File: config.mk
export PLATFORM = sky130hd
export DESIGN_NAME = gla_adder
export DESIGN_NICKNAME = d
export VERILOG_FILES = /design/src/rtl/gla_pkg.sv /design/src/rtl/gla_bit_pg.sv /design/src/rtl/gla_grp_terms.sv /design/src/rtl/gla_grp_carry.sv /design/src/rtl/gla_adder.sv
export SDC_FILE = /design/constraint.sdc
export NUM_CORES = 1
export LEC_CHECK = 0
export BUFFER_PORTS_ARGS = -buffer_cell sky130_fd_sc_hd__buf_2
export CORE_ASPECT_RATIO = 1.5
export CORE_MARGIN = 5
export CORE_UTILIZATION = 45
export DETAILED_ROUTE_END_ITERATION = 7
export PLACE_DENSITY = 0.85
export SLEW_MARGIN = 20
export SYNTH_ARGS = -nofsm -noshare
export SYNTH_HDL_FRONTEND = slang
export SYNTH_HIERARCHICAL = 1
export SYNTH_SLANG_ARGS = --single-unit
File: constraint.sdc
create_clock -name vclk -period 4.3
set_input_delay 0.86 -clock vclk [all_inputs]
set_output_delay 0.86 -clock vclk [all_outputs]
set_load 0.05 [all_outputs]
File: src/rtl/gla_pkg.sv
package gla_pkg;
  localparam int unsigned GRP_W = 4;

  // carry-independent parts of each look-ahead carry in a group
  typedef struct packed {
    logic [GRP_W-1:0] gen;
    logic [GRP_W-1:0] prp;
  } grp_terms_t;
endpackage

File: src/rtl/gla_bit_pg.sv
module gla_bit_pg #(
  parameter int unsigned WIDTH = 32
) (
  input  logic [WIDTH-1:0] a_i,
  input  logic [WIDTH-1:0] b_i,
  output logic [WIDTH-1:0] p_o,
  output logic [WIDTH-1:0] g_o
);
  for (genvar i = 0; i < WIDTH; i++) begin : g_bit
    assign p_o[i] = a_i[i] ^ b_i[i];
    assign g_o[i] = a_i[i] & b_i[i];
  end
endmodule

File: src/rtl/gla_grp_terms.sv
module gla_grp_terms
  import gla_pkg::*;
(
  input  logic [GRP_W-1:0] p_i,
  input  logic [GRP_W-1:0] g_i,
  output grp_terms_t       terms_o
);
  if (GRP_W != 4) begin : g_bad_width
    initial $error("gla_grp_terms expects 4-bit groups");
  end

  // flat sum-of-products, every term at most four literals
  assign terms_o.gen[0] = g_i[0];
  assign terms_o.prp[0] = p_i[0];

  assign terms_o.gen[1] = g_i[1] | (p_i[1] & g_i[0]);
  assign terms_o.prp[1] = p_i[1] & p_i[0];

  assign terms_o.gen[2] = g_i[2] | (p_i[2] & g_i[1]) | (p_i[2] & p_i[1] & g_i[0]);
  assign terms_o.prp[2] = p_i[2] & p_i[1] & p_i[0];

  assign terms_o.gen[3] = g_i[3] | (p_i[3] & g_i[2]) | (p_i[3] & p_i[2] & g_i[1])
                        | (p_i[3] & p_i[2] & p_i[1] & g_i[0]);
  assign terms_o.prp[3] = p_i[3] & p_i[2] & p_i[1] & p_i[0];
endmodule

File: src/rtl/gla_grp_carry.sv
module gla_grp_carry
  import gla_pkg::*;
#(
  parameter bit HAS_CIN = 1'b1
) (
  input  grp_terms_t       terms_i,
  input  logic             cin_i,
  output logic [GRP_W-1:0] c_o
);
  if (HAS_CIN) begin : g_ao21
    // single AND-OR level on the carry path
    for (genvar j = 0; j < GRP_W; j++) begin : g_c
      assign c_o[j] = terms_i.gen[j] | (terms_i.prp[j] & cin_i);
    end
  end else begin : g_no_cin
    logic unused_cin;
    assign unused_cin = ^{cin_i, terms_i.prp};
    assign c_o        = terms_i.gen;
  end
endmodule

File: src/rtl/gla_adder.sv
module gla_adder
  import gla_pkg::*;
#(
  parameter int unsigned WIDTH = 32
) (
  input  logic [WIDTH-1:0] a_i,
  input  logic [WIDTH-1:0] b_i,
  output logic [WIDTH-1:0] sum_o,
  output logic             carry_o
);
  localparam int unsigned N_GRP = WIDTH / GRP_W;

  if (WIDTH % GRP_W != 0) begin : g_bad_width
    initial $error("WIDTH must be a multiple of the group width");
  end

  logic [WIDTH-1:0] p, g;
  logic [WIDTH:0]   c;
  logic [N_GRP-1:0] grp_gen, grp_prp;

  gla_bit_pg #(.WIDTH(WIDTH)) i_pg (
    .a_i (a_i),
    .b_i (b_i),
    .p_o (p),
    .g_o (g)
  );

  assign c[0] = 1'b0;

  for (genvar k = 0; k < N_GRP; k++) begin : g_grp
    grp_terms_t terms;

    gla_grp_terms i_terms (
      .p_i     (p[k*GRP_W +: GRP_W]),
      .g_i     (g[k*GRP_W +: GRP_W]),
      .terms_o (terms)
    );

    gla_grp_carry #(.HAS_CIN(k != 0)) i_carry (
      .terms_i (terms),
      .cin_i   (c[k*GRP_W]),
      .c_o     (c[k*GRP_W+1 +: GRP_W])
    );

    assign grp_gen[k] = terms.gen[GRP_W-1];
    assign grp_prp[k] = terms.prp[GRP_W-1];
  end

  assign sum_o   = p ^ c[WIDTH-1:0];
  assign carry_o = c[WIDTH];
endmodule

==> summary by stage <==
Layout
Summing all flip-flop and latch instances after layout gives 0 um^2. After routing the design area is 2040 um^2. The fraction of layout instances using a drive strength above 1 is 55.7%. The library cell used most frequently in the layout, excluding fill and tap cells, is sky130_fd_sc_hd__buf_2.

The area growth from synthesis to final layout is 42.6%. 0 antenna diodes ended up in the layout. The final layout contains a sequential cell count of 0. The number of clock buffer instances in the layout is 0. The filler cells instantiated in the layout total 307. In the layout the commonest cells are 94 x sky130_fd_sc_hd__buf_2, 44 x sky130_fd_sc_hd__a21o_1, 29 x sky130_fd_sc_hd__ha_1. The footprint of the multi-input gates is 1400 um^2. The number of nets in the final layout is 351. Leaving out filler cells and counting taps, the final layout contains 293.

Worst setup path
The path type of the worst setup path is primary input to primary output. STA classifies the critical path endpoint as a primary output. On the critical path, the stage with the largest delay is an instance of sky130_fd_sc_hd__ha_1. Walking the worst path, the cells encountered are buf_2 -> ha_1 -> and3_2 -> and2_1 -> a21o_1 -> a21o_1 -> a21o_1 -> a21o_1 -> a21o_1 -> buf_4 -> a21o_1 -> xor2_2 -> buf_2. STA classifies the critical path startpoint as a primary input. Of all nets on the critical path, the largest fanout is 4. For the worst setup path, the data arrival time is 3.31 ns. The most repeated library cell on the critical path is sky130_fd_sc_hd__a21o_1. The largest single stage delay on the critical path is 0.31 ns. STA puts the critical path data required time at 3.44 ns.

Floorplan
The area of the core region is 3130 um^2. The die is 56.1 um wide. The die covers 4440 um^2. The row count is 25. The count of pins on the block boundary is 97. The starting utilization of the core area is 45.8%. In this run the vertical extent of the chip is 79.1 um.

Global route
The aggregate global-route resource usage is 18.1%. The first global-routing pass estimated 6930 um of wire. The number of global-route vias before repair is 1705. The sum of overflow across all layers after global routing is 0. The initial antenna violation count is 0. Entering global routing, the biggest net connects 5 pins.

Timing
The tightest hold path in the finished design has a slack of 2.16 ns. After layout, the worst path uses 97.0% of the clock period. Setup repair after global routing left no endpoint under its margin. The aggregate negative setup slack is 0 ns.

The final number of max-transition violations was 0. The pin slew with the least headroom to its limit is 0.267 ns. The total of endpoints with negative setup slack in the final report is 0. For this run, the top clock speed supported by timing is 0.240 GHz. The final number of hold-violating endpoints is 0. The final critical-path required period is 4.17 ns. The slack of the critical path is 0.130 ns.

In this run the tightest slew margin relative to its limit is 82.2%.

Place
The number of cells after detailed placement is 293. Before CTS, the worst setup slack after placement is -0.0475 ns. The count of port buffers added during placement is 97. The half-perimeter wire length after placement is 3740 um. The routability-driven placement congestion ratio is 0.829. The placed instances occupy a cell area of 2020 um^2.

Detailed routing
After detailed routing, the average wire length per cell comes to 13.5 um. The total routed wirelength is 3970 um. The first routing iteration left 10 violations. For this run, design rule violations remaining after detail routing come to 0. The pre-antenna-repair detailed-routing pass consisted of 4 iterations.

Detailed routing inserted a total of 1523 vias. After detailed routing, the met3 layer carries 394 um of wire. The wire length on met2 is 2240 um.

The remaining antenna violation count after routing is 0. The highest routed metal layer is met4. The number of vias per cell is 5.20. The post-route met1 wirelength is 1310 um.

Synthesis
The synthesized netlist occupies a cell area of 1430 um^2. The synthesized netlist net count is 259. For this run, the number of Yosys warnings is 6. The mean area per synthesized cell is 8.80 um^2. The cell count after synthesis came out at 163.

Outcome
The run finished with clean final reports.

Power
Across the VDD grid, the largest voltage drop is 0.208 mV. The analysis attributes to cell leakage a power of 1.36 nW. Power spread over the standard cell area amounts to 286 nW/um^2.

Run
The count of maximum capacitance violations is 0.

Clock network
After clock tree synthesis, the setup repair step added 0 buffers. The cts-stage hold buffer count is 0.

Hold path
The path class of the tightest hold or removal check is primary input to primary output.
worst paths after layout:
path	from	endpoint	slack, ns	depth (start not counted)
setup / recovery	a_i[6]	sum_o[27]	0.13	13
hold / removal	b_i[0]	sum_o[0]	2.16	3
power breakdown:
part / internal (mW) / switching [mW]
registers: 0 / 0
logic: 0.194 / 0.390
clock network: 0 / 0
through the flow:
stage | total power, mW | utilization (%)
floorplan | 0.450 | -
global placement | 0.568 | 64.5
detailed placement | 0.578 | 64.5
CTS | 0.584 | 64.7
global route | 0.623 | 65.4
finish | 0.584 | 65.4
routing by layer:
| metal | vias to the layer above | GRT usage [%] |
|---|---|---|
| met3 | 2 | 4.88 |
| met2 | 68 | 38.3 |
| met4 | 0 | 1.43 |
| met5 | - | 0 |
| li1 | 754 | - |
| met1 | 699 | 17.4 |
critical path: cells and delay by family:
family | cells | cell delay [ns]
AOI/OAI and AO/OA | 6 | 1.07
buffers and inverters | 3 | 0.53
and+or+nand+nor | 2 | 0.36
adders and majority gates | 1 | 0.31
xor gates and xnor gates | 1 | 0.16
what timing repair did:
| action | CTS | global route |
|---|---|---|
| gates cloned | 0 | 0 |
| pin swaps | 1 | 2 |
| endpoints found under the setup margin | 3 | 8 |
| resized for setup | 3 | 3 |
area by class of cell:
| class | instances | share of cell area [%] |
|---|---|---|
| tap | 40 | 2.45 |
| timing repair buffer | 109 | 28.9 |
| multi-input combinational | 144 | 68.7 |
No activity file was read; power rests on OpenSTA's default activity.
